<file path="config.mk">
export PLATFORM = sky130hd
export DESIGN_NAME = jp_packet_rx
export DESIGN_NICKNAME = d
export VERILOG_FILES = /design/src/rtl/jp_pkt_pkg.sv /design/src/rtl/jp_sym_decode.sv /design/src/rtl/jp_bit_counter.sv /design/src/rtl/jp_pkt_buffer.sv /design/src/rtl/jp_packet_rx.sv
export SDC_FILE = /design/constraint.sdc
export NUM_CORES = 1
export LEC_CHECK = 0
export BUFFER_PORTS_ARGS = -buffer_cell sky130_fd_sc_hd__buf_2
export CORE_MARGIN = 3
export CORE_UTILIZATION = 57
export CTS_BUF_LIST = sky130_fd_sc_hd__clkbuf_2
export DETAILED_ROUTE_END_ITERATION = 8
export MAX_ROUTING_LAYER = met4
export PLACE_DENSITY = 0.87
export SLEW_MARGIN = 25
export SYNTH_ARGS = -nofsm -noshare
export SYNTH_HDL_FRONTEND = slang
export SYNTH_SLANG_ARGS = --single-unit
</file>
<file path="constraint.sdc">
create_clock -name clk -period 5.1 [get_ports clk]
set_clock_uncertainty 0.05 [all_clocks]
set_input_delay 0.51 -clock clk [delete_from_list [all_inputs] [get_ports clk]]
set_output_delay 0.51 -clock clk [all_outputs]
set_load 0.01 [all_outputs]
</file>
<file path="src/rtl/jp_pkt_pkg.sv">
package jp_pkt_pkg;

  typedef enum logic [1:0] {
    SYM_START = 2'd0,
    SYM_ONE   = 2'd1,
    SYM_ZERO  = 2'd2,
    SYM_GAP   = 2'd3
  } jp_sym_e;

  typedef struct packed {
    logic clr;
    logic one;
    logic zero;
    logic deliver;
  } jp_ev_t;

endpackage

</file>
<file path="src/rtl/jp_sym_decode.sv">
module jp_sym_decode
  import jp_pkt_pkg::*;
#(
  parameter int PKT_BITS = 128,
  parameter int CNT_W    = 8
) (
  input  logic             clk,
  input  logic             rst_n,
  input  logic             sel_we,
  input  logic [1:0]       sel_val,
  input  logic [CNT_W-1:0] cnt,
  output logic [1:0]       prev_val,
  output jp_ev_t           ev
);
  localparam logic [CNT_W-1:0] CNT_FULL = CNT_W'(PKT_BITS);

  logic [1:0] prev_q;
  logic       changed;
  logic       room;

  always_ff @(posedge clk) begin
    if (!rst_n)      prev_q <= 2'b11;
    else if (sel_we) prev_q <= sel_val;
  end

  assign prev_val   = prev_q;
  assign changed    = sel_we && (sel_val != prev_q);
  assign room       = cnt < CNT_FULL;
  assign ev.clr     = sel_we && (sel_val == SYM_START);
  assign ev.one     = changed && (sel_val == SYM_ONE) && room;
  assign ev.zero    = changed && (sel_val == SYM_ZERO) && room;
  assign ev.deliver = changed && (sel_val == SYM_ZERO) && (cnt == CNT_FULL);

  // a repeated write of the same value leaves the register unchanged
  assert_prev_repeat_R3: assert property (@(posedge clk) disable iff (!rst_n)
    (sel_we && sel_val == prev_q) |=> $stable(prev_q));

endmodule

</file>
<file path="src/rtl/jp_bit_counter.sv">
module jp_bit_counter
  import jp_pkt_pkg::*;
#(
  parameter int PKT_BITS = 128,
  parameter int CNT_W    = 8
) (
  input  logic             clk,
  input  logic             rst_n,
  input  jp_ev_t           ev,
  output logic [CNT_W-1:0] cnt
);
  localparam logic [CNT_W-1:0] CNT_DONE = CNT_W'(PKT_BITS + 1);

  logic [CNT_W-1:0] cnt_q;
  logic             step;

  function automatic logic [CNT_W-1:0] next_count(input logic [CNT_W-1:0] c);
    return c + CNT_W'(1);
  endfunction

  assign step = ev.one || ev.zero || ev.deliver;

  always_ff @(posedge clk) begin
    if (!rst_n)      cnt_q <= '0;
    else if (ev.clr) cnt_q <= '0;
    else if (step)   cnt_q <= next_count(cnt_q);
  end

  assign cnt = cnt_q;

  // counting stops once the stop symbol has been taken
  assert_cnt_bound_R7: assert property (@(posedge clk) disable iff (!rst_n)
    cnt_q <= CNT_DONE);

endmodule

</file>
<file path="src/rtl/jp_pkt_buffer.sv">
module jp_pkt_buffer
  import jp_pkt_pkg::*;
#(
  parameter int PKT_BYTES = 16,
  parameter int CNT_W     = 8
) (
  input  logic                   clk,
  input  logic                   rst_n,
  input  jp_ev_t                 ev,
  input  logic [CNT_W-1:0]       cnt,
  output logic [8*PKT_BYTES-1:0] data
);
  localparam int BYTE_W = (PKT_BYTES > 1) ? $clog2(PKT_BYTES) : 1;

  function automatic logic [BYTE_W-1:0] byte_of(input logic [CNT_W-1:0] c);
    return BYTE_W'(c >> 3);
  endfunction

  function automatic logic [2:0] bit_of(input logic [CNT_W-1:0] c);
    return c[2:0];
  endfunction

  for (genvar g = 0; g < PKT_BYTES; g++) begin : g_byte
    logic [7:0] byte_q;
    logic       hit;

    assign hit = ev.one && (byte_of(cnt) == BYTE_W'(g));

    always_ff @(posedge clk) begin
      if (!rst_n)      byte_q <= '0;
      else if (ev.clr) byte_q <= '0;
      else if (hit)    byte_q[bit_of(cnt)] <= 1'b1;
    end

    assign data[8*g +: 8] = byte_q;
  end

  // without a one-symbol or a start symbol the buffer holds
  assert_buf_hold_R5: assert property (@(posedge clk) disable iff (!rst_n)
    (!ev.clr && !ev.one) |=> $stable(data));

endmodule

</file>
<file path="src/rtl/jp_packet_rx.sv">
module jp_packet_rx
  import jp_pkt_pkg::*;
#(
  parameter int PKT_BYTES = 16
) (
  input  logic                   clk,
  input  logic                   rst_n,
  input  logic                   sel_we,
  input  logic [1:0]             sel_val,
  output logic [8*PKT_BYTES-1:0] pkt_data,
  output logic                   pkt_valid
);
  localparam int PKT_BITS = 8 * PKT_BYTES;
  localparam int CNT_W    = $clog2(PKT_BITS + 2);
  localparam logic [CNT_W-1:0] CNT_FULL = CNT_W'(PKT_BITS);
  localparam logic [CNT_W-1:0] CNT_DONE = CNT_W'(PKT_BITS + 1);

  jp_ev_t           ev;
  logic [CNT_W-1:0] cnt;
  logic [1:0]       prev_val;
  logic             valid_q;

  jp_sym_decode #(.PKT_BITS(PKT_BITS), .CNT_W(CNT_W)) u_decode (
    .clk(clk), .rst_n(rst_n), .sel_we(sel_we), .sel_val(sel_val),
    .cnt(cnt), .prev_val(prev_val), .ev(ev)
  );

  jp_bit_counter #(.PKT_BITS(PKT_BITS), .CNT_W(CNT_W)) u_counter (
    .clk(clk), .rst_n(rst_n), .ev(ev), .cnt(cnt)
  );

  jp_pkt_buffer #(.PKT_BYTES(PKT_BYTES), .CNT_W(CNT_W)) u_buffer (
    .clk(clk), .rst_n(rst_n), .ev(ev), .cnt(cnt), .data(pkt_data)
  );

  always_ff @(posedge clk) begin
    if (!rst_n) valid_q <= 1'b0;
    else        valid_q <= ev.deliver;
  end

  assign pkt_valid = valid_q;

  // start symbol empties the packet and restarts the count
  assert_start_clears_R2: assert property (@(posedge clk) disable iff (!rst_n)
    (sel_we && sel_val == 2'd0) |=> (pkt_data == '0 && cnt == '0 && !pkt_valid));

  // a repeated data value is ignored
  assert_repeat_ignored_R3: assert property (@(posedge clk) disable iff (!rst_n)
    (sel_we && sel_val != 2'd0 && sel_val == prev_val) |=> ($stable(pkt_data) && $stable(cnt)));

  // a fresh one-symbol advances the count by one
  assert_one_advance_R4: assert property (@(posedge clk) disable iff (!rst_n)
    (sel_we && sel_val == 2'd1 && prev_val != 2'd1 && cnt < CNT_FULL)
      |=> (cnt == $past(cnt) + CNT_W'(1)));

  // the valid pulse lasts one cycle and only follows the stop symbol
  assert_valid_pulse_R6: assert property (@(posedge clk) disable iff (!rst_n)
    pkt_valid |=> !pkt_valid);

  assert_valid_after_stop_R6: assert property (@(posedge clk) disable iff (!rst_n)
    pkt_valid |-> (cnt == CNT_DONE));

  // a full buffer ignores further one-symbols
  assert_full_ignores_R7: assert property (@(posedge clk) disable iff (!rst_n)
    (sel_we && sel_val == 2'd1 && cnt >= CNT_FULL) |=> $stable(pkt_data));

  // the gap symbol never touches count or buffer
  assert_gap_inert_R8: assert property (@(posedge clk) disable iff (!rst_n)
    (sel_we && sel_val == 2'd3) |=> ($stable(pkt_data) && $stable(cnt)));

endmodule

</file>
==> impl_metrics.json, run 1 <==
{
  "pwr-share-clk": 0.323,
  "swShare": 0.2552,
  "vdd_drop_max_v": 0.0002000,
  "fillCellCount": 621,
  "io_buffers": 133,
  "clockRootBuffer": "clkbuf_2",
  "yosys.area.top_type": "dfxtp_1",
  "diodes": 0,
  "total_power_uw": 1718,
  "drt_iter0_drc": 338,
  "ys_ff_latch": 139,
  "worstPathArrival_ns": 2.98,
  "gr-total-overflow": 0,
  "finalHoldViolCount": 0,
  "worst_pin_slew_ns": 0.8851,
  "clk_latency_ns": 0.66,
  "startpoint_type": "register",
  "synth_compound_area_frac": 0.1635,
  "path_class": "register to register",
  "start_util": 0.5939,
  "yosysSeqAreaShare": 0.6001,
  "path_max_fanout": 18,
  "layout_commonest_cell": "dfxtp_1",
  "cts_resized": 0,
  "core_sq_um": 7807,
  "die_area_sq_um": 9253,
  "pre_cts_ws_ns": 1.961,
  "required_ns": 5.63,
  "power_leakage_uw": 0.002516,
  "hold_class": "primary input to register",
  "fmaxAchievable_mhz": 407.2,
  "grtUsageTotal": 0.2976,
  "syn2layout_area_growth_pct": 21.72,
  "grt_pass1_vias": 4144,
  "drive_gt1_frac": 0.2957,
  "cap_violations": 0,
  "outcome": "completed",
  "num_vias": 4321,
  "path_clk_slew_ns": 0.19,
  "grt_start_max_net_pins": 53,
  "netlist_instances": 513,
  "grt_pass1_wl_um": 20400,
  "synth-simple-area-share": 0.1921,
  "cts_buffer_depth": 2,
  "placed_cell_area_sq_um": 5428,
  "syn_avg_cell_area_sq_um": 9.039,
  "synth_fa_ha_area_frac": 0.005397,
  "syn_nets": 520,
  "slew_viol_final": 0,
  "drc_errors": 0,
  "fin_crit_ns": 2.456,
  "finalSetupTns_ns": 0,
  "ctsHtreeMaxLevel": 4,
  "setup_viol": 0,
  "seq_area_sq_um": 2783,
  "routedWlPerCell_um": 16.97,
  "viasPerCell": 5.701,
  "dpl.hpwl_um": 8773,
  "die_x_um": 96.20,
  "combPwrFrac": 0.041,
  "cts_tree": "yes",
  "final_cells": 758,
  "crit_path_end_kind": "register",
  "layout_common_cells": "139 x dfxtp_1, 133 x a21oi_1, 133 x buf_2",
  "nets": 651,
  "boundaryPins": 134,
  "synth_top_area_share": 0.6001,
  "synth_area_leaders": "dfxtp_1 60%, a21oi_1 14%, nor2_1 11%, nor4_2 3.0%, clkbuf_1 2.0%",
  "postCtsSetupRepairBufs": 0,
  "cts.sinks": 139,
  "numCtsBuffers": 17,
  "synth_cell_types": 32,
  "placedCellCount": 726,
  "ys_warn_count": 0,
  "multi_input_area_sq_um": 1788,
  "syn_area_sq_um": 4637,
  "p_int_uw": 1280,
  "drtPass1Iterations": 5,
  "period_share": 0.4816,
  "switchingPower_uw": 438.5,
  "postLayoutSetupSlackWorst_ns": 2.644,
  "p_seq_frac": 0.636,
  "p_per_area_nw_per_um2": 304.5,
  "synth_top_family_by_area": "simple AND/OR/NAND/NOR gates",
  "postLayoutCellArea_sq_um": 5644,
  "synth_xor_area_frac": 0,
  "rsz0062_at_grt": "no",
  "max_slew_margin": 0.4050,
  "gp_congestion": 0.8672,
  "dieHeight_um": 96.20,
  "ant_nets": 0,
  "finalWirelength_um": 12870,
  "rows": 32,
  "muxShareOfSynthArea": 0.01079,
  "antenna_found_initial": 0
}
-- routing by layer --
| layer | track usage | vias to the layer above | wire [um] |
|---|---|---|---|
| met4 | 0.1090 | 0 | 302 |
| met5 | - | - | 0 |
| li1 | - | 2009 | - |
| met1 | 0.3602 | 2082 | 5204 |
| met2 | 0.4796 | 199 | 6285 |
| met3 | 0.07584 | 31 | 1074 |
-- worst max-delay path, cell delays in order, from the launching register on --
cell	delay, ns
dfxtp_1	0.38
nand4bb_2	0.66
nor4_2	0.91
a21oi_1	0.22
nor2_1	0.14
-- cell type report --
| class | count | share of cell area |
|---|---|---|
| Sequential cell | 139 | 0.4930 |
| Clock buffer | 19 | 0.01685 |
| Clock inverter | 12 | 0.01773 |
| Inverter | 2 | 0.001330 |
| Timing Repair Buffer | 143 | 0.1317 |
| Tap cell | 102 | 0.02261 |
| Multi-Input combinational cell | 341 | 0.3168 |
-- Yosys cell counts --
cell type    n
o32a_1       1
nand3_1      3
nor3_1       5
mux2i_1      5
o21ai_1      3
o21a_1       1
inv_1        2
clkbuf_1    25
or2_1        1
a21oi_1    133
nand4bb_1    1
nor4_1       6
o21ai_0      4
buf_2        5
dfxtp_1    139
nor4_2      11
ha_1         2
a22o_1       1
nor2b_1      2
a2111o_1     2
nand2b_1     8
nor2_1     131
nand3b_1     1
and2_1       1
nand2_1     11
nand4_1      1
buf_1        1
o32ai_1      1
and3_1       3
or4_1        1
or4b_1       1
or2_2        1
-- registers in the layout (all words and copies together) (netlist names) --
name	count
u_decode.prev_val	2
u_buffer.g_byte.byte_q	128
pkt_valid	1
u_counter.cnt	8
-- cell families (layout without fill, tap and decap cells) --
kind of cell	after synthesis	count (layout)
flip-flops	139	139
adder cells (fa/ha/maj)	2	2
AND/OR/NAND/NOR	188	188
AO/OA/AOI/OAI	146	146
buffers and inverters	33	176
multiplexers	5	5
-- final timing paths --
check             cells after the start                           end                         start  slack [ns]
setup / recovery                      4  u_buffer.g_byte[0].byte_q[2]              u_counter.cnt[7]        2.64
hold / removal                        3          u_decode.prev_val[1]                    sel_val[1]        0.03
setup reg to reg                      4  u_buffer.g_byte[0].byte_q[2]              u_counter.cnt[7]        2.64
hold reg to reg                       2  u_buffer.g_byte[0].byte_q[3]  u_buffer.g_byte[0].byte_q[3]        0.44
-- power by group through the flow --
stage	combinational (uW)	clock, uW	sequential (uW)
after global routing	76.8	615	1090
after floorplan	45.8	0	1110
after detailed placement	67.9	0	1120
after CTS	68.9	560	1090
after global placement	65.5	0	1120
final	70.4	555	1090
-- metrics by stage --
step,hold WS (ns),utilization
global route,0.005039,0.7229
finish,0.03252,0.7229
CTS,0.001969,0.7215
global placement,0.3914,0.6925
detailed placement,0.4016,0.6952
floorplan,0.4054,-
-- timing repair --
action | CTS | global route
hold buffers | 1 | 0
endpoints found under the hold margin | 2 | 0
setup endpoints to repair | 0 | 0
Power figures use the tool's default switching activity.
==> inputs of run 2 (changes only) <==
ABC_AREA = 1   (was unset)
CORE_UTILIZATION = 55   (was 57)
PLACE_DENSITY = 0.82   (was 0.87)
clock period = 2.5 ns   (was 5.1 ns; I/O delays follow)
==> impl_metrics.json, run 2 <==
{
  "postCtsSetupRepairBufs": 0,
  "fillCellCount": 788,
  "ys_warn_count": 0,
  "drt_iter0_drc": 366,
  "dpl.hpwl_um": 9324,
  "numCtsBuffers": 17,
  "r2r_end": "pkt_valid",
  "antenna_found_initial": 0,
  "regMostFlops": "u_buffer.g_byte.byte_q",
  "path_clk_slew_ns": 0.21,
  "fin_crit_ns": 2.060,
  "die_area_sq_um": 10840,
  "dieHeight_um": 104.1,
  "path_max_fanout": 9,
  "cts_buffer_depth": 2,
  "regToRegStartpoint": "u_counter.cnt[0]",
  "cap_violations": 0,
  "num_vias": 4921,
  "rsz0062_at_grt": "no",
  "postLayoutCellArea_sq_um": 6429,
  "largest_register_ffs": 128,
  "routedWlPerCell_um": 14.69,
  "boundaryPins": 134,
  "ctsHtreeMaxLevel": 4,
  "layout_commonest_cell": "inv_1",
  "drtPass1Iterations": 7,
  "slew_viol_final": 0,
  "clk_latency_ns": 0.67,
  "power_leakage_uw": 0.002622,
  "period_share": 0.8240,
  "pre_cts_ws_ns": 0.6029,
  "hold_class": "primary input to register",
  "synth_cell_types": 26,
  "finalSetupTns_ns": 0,
  "diodes": 0,
  "die_x_um": 104.1,
  "clockRootBuffer": "clkbuf_2",
  "syn_nets": 671,
  "io_buffers": 133,
  "nets": 803,
  "synth_most_common_cell": "inv_1",
  "viasPerCell": 5.246,
  "yosys.area.top_type": "dfxtp_1",
  "cts_tree": "yes",
  "setup_viol": 0,
  "yosysSeqAreaShare": 0.5255,
  "drc_errors": 0,
  "worstPathArrival_ns": 2.64,
  "syn_area_sq_um": 5295,
  "grt_start_max_net_pins": 75,
  "outcome": "completed",
  "synth_area_leaders": "dfxtp_1 53%, a21oi_1 13%, nand3_1 12%, inv_1 10%, buf_2 1.9%",
  "required_ns": 3.08,
  "startpoint": "u_counter.cnt[0]",
  "placed_cell_area_sq_um": 6091,
  "route.met2.wl_um": 6680,
  "max_slew_margin": 0.5190,
  "postLayoutSetupSlackWorst_ns": 0.4400,
  "grt_pass1_wl_um": 22490,
  "syn_avg_cell_area_sq_um": 7.975,
  "startpoint_type": "register",
  "reg2reg_setup_slack_ns": 0.44,
  "grt_pass1_vias": 4721,
  "gp_congestion": 0.8571,
  "synth_top_area_share": 0.5255,
  "cts.sinks": 139,
  "drive_gt1_frac": 0.2571,
  "gr-total-overflow": 0,
  "synthFlopType": "dfxtp_1",
  "wl_met1_um": 5839,
  "ys_ff_latch": 139,
  "core_sq_um": 9284,
  "routed.top_layer": "met4",
  "fmaxAchievable_mhz": 485.4,
  "start_util": 0.5704,
  "layout_common_cells": "141 x inv_1, 139 x dfxtp_1, 137 x a21oi_1",
  "grtUsageTotal": 0.2602,
  "p_per_area_nw_per_um2": 599.3,
  "synth_edf_count": 0,
  "crit_path_end_kind": "register",
  "path_class": "register to register",
  "async_reset_ff_frac": 0,
  "ant_nets": 0,
  "total_power_uw": 3853,
  "vdd_drop_max_v": 0.0003143,
  "endpoint": "pkt_valid",
  "worst_pin_slew_ns": 0.7215,
  "finalWirelength_um": 13780,
  "rows": 35,
  "reg2reg_depth": 7,
  "postLayoutCoreUtil": 0.6925,
  "syn2layout_area_growth_pct": 21.41,
  "wl_met3_um": 1024,
  "finalHoldViolCount": 0,
  "synth_common_cells": "141 x inv_1, 139 x dfxtp_1, 137 x a21oi_1",
  "netlist_instances": 664
}
-- run 2: cell count changes in the layout (fill, tap and decap cells not counted), sizes merged, moves of 6 or more --
cell    delta
nand4      +6
nor2     -119
buf       +14
nand2     +11
nand3    +130
nand2b     -8
inv      +143
nor4      -16
-- run 2: where the power goes --
group	internal [uW]	switching, uW
Combinational	30.3	94.6
Sequential	2220	6.43
Clock	678	819
-- run 2: area by class of cell --
cell class | instances | area (sq um) | area share
flip-flops and latches | 139 | 2783 | 0.4329
multi-input cells | 333 | 1755 | 0.2731
repair buffers | 161 | 900.9 | 0.1401
inverters | 144 | 540.5 | 0.08408
clock inverters | 13 | 192.7 | 0.02997
well taps | 129 | 161.4 | 0.02511
clock buffers | 19 | 95.09 | 0.01479
-- run 2: cells by family (layout without fill, tap and decap cells) --
| family | count (synthesis) | after routing | synth area share |
|---|---|---|---|
| AOI/OAI and AO/OA | 140 | 140 | 0.1328 |
| xor gates and xnor gates | 6 | 6 | 0.009924 |
| adders and majority gates | 2 | 2 | 0.004725 |
| buffers and inverters | 192 | 337 | 0.1465 |
| DFF | 139 | 139 | 0.5255 |
| and+or+nand+nor | 185 | 185 | 0.1805 |
-- run 2: worst max-delay path, stage by stage, from the launching register on --
cell,delay (ns)
dfxtp_1,0.45
inv_2,0.16
ha_1,0.17
nand3_1,0.09
nor2_1,0.18
nand3_2,0.23
nor2_1,0.15
dlygate4sd3_1,0.56
-- run 2: how the worst min path moves through the flow --
stage | startpoint | cells past startpoint | end | slack, ns
global route | sel_val[0] | 7 | u_buffer.g_byte[11].byte_q[5] | 0.17
detailed placement | u_buffer.g_byte[11].byte_q[4] | 2 | u_buffer.g_byte[11].byte_q[4] | 0.39
finish | sel_val[0] | 7 | u_buffer.g_byte[11].byte_q[5] | 0.22
floorplan | rst_n | 1 | u_decode.prev_val[1] | 0.30
CTS | sel_val[0] | 7 | u_buffer.g_byte[5].byte_q[2] | 0.17
global placement | u_buffer.g_byte[0].byte_q[5] | 2 | u_buffer.g_byte[0].byte_q[5] | 0.38
-- run 2: timing repair --
item                      4_1_cts  5_1_grt
hold endpoints to repair        3        0
hold buffers                    5        0
resized for setup               0        0
-- run 2: layer usage --
metal | vias up | global-route usage
li1 | 2393 | -
met1 | 2294 | 0.3187
met2 | 212 | 0.4188
met3 | 22 | 0.06952
met4 | 0 | 0.08737
met5 | - | -
-- run 2: through the flow --
| stage | cells | hold WS (ns) |
|---|---|---|
| CTS | 938 | 0.1719 |
| detailed placement | 901 | 0.3884 |
| global placement | 901 | 0.3835 |
| finish | 938 | 0.2250 |
| global route | 938 | 0.1746 |
| floorplan | 664 | 0.2986 |
==> inputs of run 3 (changes only) <==
ABC_AREA = 0   (was 1)
CORE_UTILIZATION = 48   (was 55)
PLACE_DENSITY = 0.78   (was 0.82)
clock period = 1.7 ns   (was 2.5 ns; I/O delays follow)
==> impl_metrics.json, run 3 (synthesized netlist as in run 1, its figures left out) <==
{
  "layout_common_cells": "137 x dfxtp_1, 133 x buf_2, 132 x a21oi_1",
  "max_slew_margin": 0.6298,
  "core_sq_um": 9328,
  "p_per_area_nw_per_um2": 901.9,
  "drtPass1Iterations": 5,
  "violations": "setup timing",
  "drive_gt1_frac": 0.3509,
  "hold_class": "primary input to register",
  "p_seq_frac": 0.590,
  "rows": 35,
  "grt_use_met2": 0.4064,
  "routedWlPerCell_um": 16.01,
  "busiest_layer": "met2",
  "syn2layout_area_growth_pct": 32.81,
  "dieHeight_um": 104.3,
  "clockRootBuffer": "clkbuf_2",
  "largest_register_ffs": 128,
  "numCtsBuffers": 17,
  "ctsHtreeMaxLevel": 4,
  "path_delay_family": "simple AND/OR/NAND/NOR gates",
  "dpl.hpwl_um": 9067,
  "grtUsageMet1": 0.3069,
  "grt_pass1_wl_um": 21620,
  "max_stage_delay_ns": 0.46,
  "crit_path_end_kind": "register",
  "setup_viol": 8,
  "gr-total-overflow": 0,
  "die_x_um": 104.3,
  "outcome": "finished, violations left",
  "path_class": "register to register",
  "grt_start_max_net_pins": 70,
  "clk_latency_ns": 0.64,
  "num_vias": 4455,
  "die_area_sq_um": 10880,
  "nets": 695,
  "ant_nets": 0,
  "antenna_found_initial": 0,
  "startpoint_type": "register",
  "combPwrFrac": 0.051,
  "fmaxAchievable_mhz": 485.6,
  "worstPathArrival_ns": 2.60,
  "fillCellCount": 764,
  "slew_viol_final": 0,
  "switchingPower_uw": 1461,
  "regMostFlops": "u_buffer.g_byte.byte_q",
  "gp_congestion": 0.8307,
  "diodes": 0,
  "layout_commonest_cell": "dfxtp_1",
  "rsz0062_at_grt": "yes",
  "postLayoutCoreUtil": 0.6602,
  "cap_violations": 0,
  "start_util": 0.4971,
  "grtUsageTotal": 0.2532,
  "grt_pass1_vias": 4243,
  "cts.sinks": 139,
  "path_max_fanout": 4,
  "grt.met3_usage": 0.06952,
  "drc_errors": 0,
  "period_share": 1.211,
  "io_buffers": 133,
  "worst_pin_slew_ns": 0.5536,
  "power_leakage_uw": 0.002781,
  "cp_num_buf_inv": 1,
  "finalWirelength_um": 13290,
  "finalHoldViolCount": 0,
  "boundaryPins": 134,
  "p_int_uw": 4093,
  "swShare": 0.2631,
  "fin_crit_ns": 2.059,
  "pwr-share-clk": 0.358,
  "drt_iter0_drc": 361,
  "viasPerCell": 5.367,
  "vdd_drop_max_v": 0.0007576,
  "path_clk_slew_ns": 0.19,
  "cts_buffer_depth": 2,
  "cts_tree": "yes",
  "slowest_stage": "or4b_4",
  "fin_hold_ws_ns": 0.05928,
  "required_ns": 2.24,
  "crit_chain": "inv_2 > ha_1 > or4b_4 > or4_4 > a2111o_1 > o21ai_1",
  "postLayoutSetupSlackWorst_ns": -0.3591
}
run 3: final cells by class:
type | count | area [sq um] | share of cell area
Sequential cell | 139 | 2785 | 0.4523
Multi-Input combinational cell | 341 | 1819 | 0.2954
Timing Repair Buffer | 187 | 1134 | 0.1841
Clock inverter | 14 | 161.4 | 0.02621
Tap cell | 129 | 161.4 | 0.02621
Clock buffer | 18 | 90.09 | 0.01463
Inverter | 2 | 7.507 | 0.001219
run 3: what timing repair did:
action | in CTS | in global routing
hold endpoints to repair | 10 | 0
buffers inserted | 2 | 0
gates cloned | 0 | 0
resized for setup | 4 | 3
hold buffers | 5 | 0
pin swaps | 0 | 2
setup endpoints to repair | 12 | 67
run 3: routing by layer:
metal  vias to the layer above  routed length [um]
met5                         -                   0
met4                         0                 382
met3                        35                1039
met2                       197                6386
met1                      2118                5479
li1                       2105                   -
run 3: worst register-to-register path, delay by kind of cell, from the launching register on:
family,cells,cell delay (ns)
flops,1,0.37
compound gates,2,0.50
buf+inv,1,0.05
fa+ha+maj,1,0.13
simple gates,2,0.92
run 3: final timing paths:
check	start	to	slack (ns)	depth (start not counted)
worst max-delay path	u_counter.cnt[0]	u_counter.cnt[4]	-0.36	6
worst min-delay path	sel_val[1]	u_counter.cnt[1]	0.06	4
worst max register to register	u_counter.cnt[0]	u_counter.cnt[4]	-0.36	6
worst min register to register	u_buffer.g_byte[8].byte_q[6]	u_buffer.g_byte[8].byte_q[6]	0.44	2
run 3: metrics by stage:
step	cell area (sq um)	instances	worst slack [ns]	TNS [ns]	total power (uW)
after CTS	6148	830	-0.2971	-1.816	5590
final	6158	830	-0.3591	-1.926	5555
after floorplan	4673	513	-0.3456	-1.728	3486
after global routing	6158	830	-0.4029	-3.786	5757
after global placement	5812	791	-0.3019	-1.690	3597
after detailed placement	5812	791	-0.3598	-2.054	3602
run 3: power by group through the flow:
stage | sequential (uW) | clock [uW] | combinational [uW]
final | 3280 | 1990 | 285
after CTS | 3280 | 2030 | 280
after global routing | 3280 | 2170 | 306
after global placement | 3340 | 0 | 255
after floorplan | 3350 | 0 | 140
after detailed placement | 3340 | 0 | 259
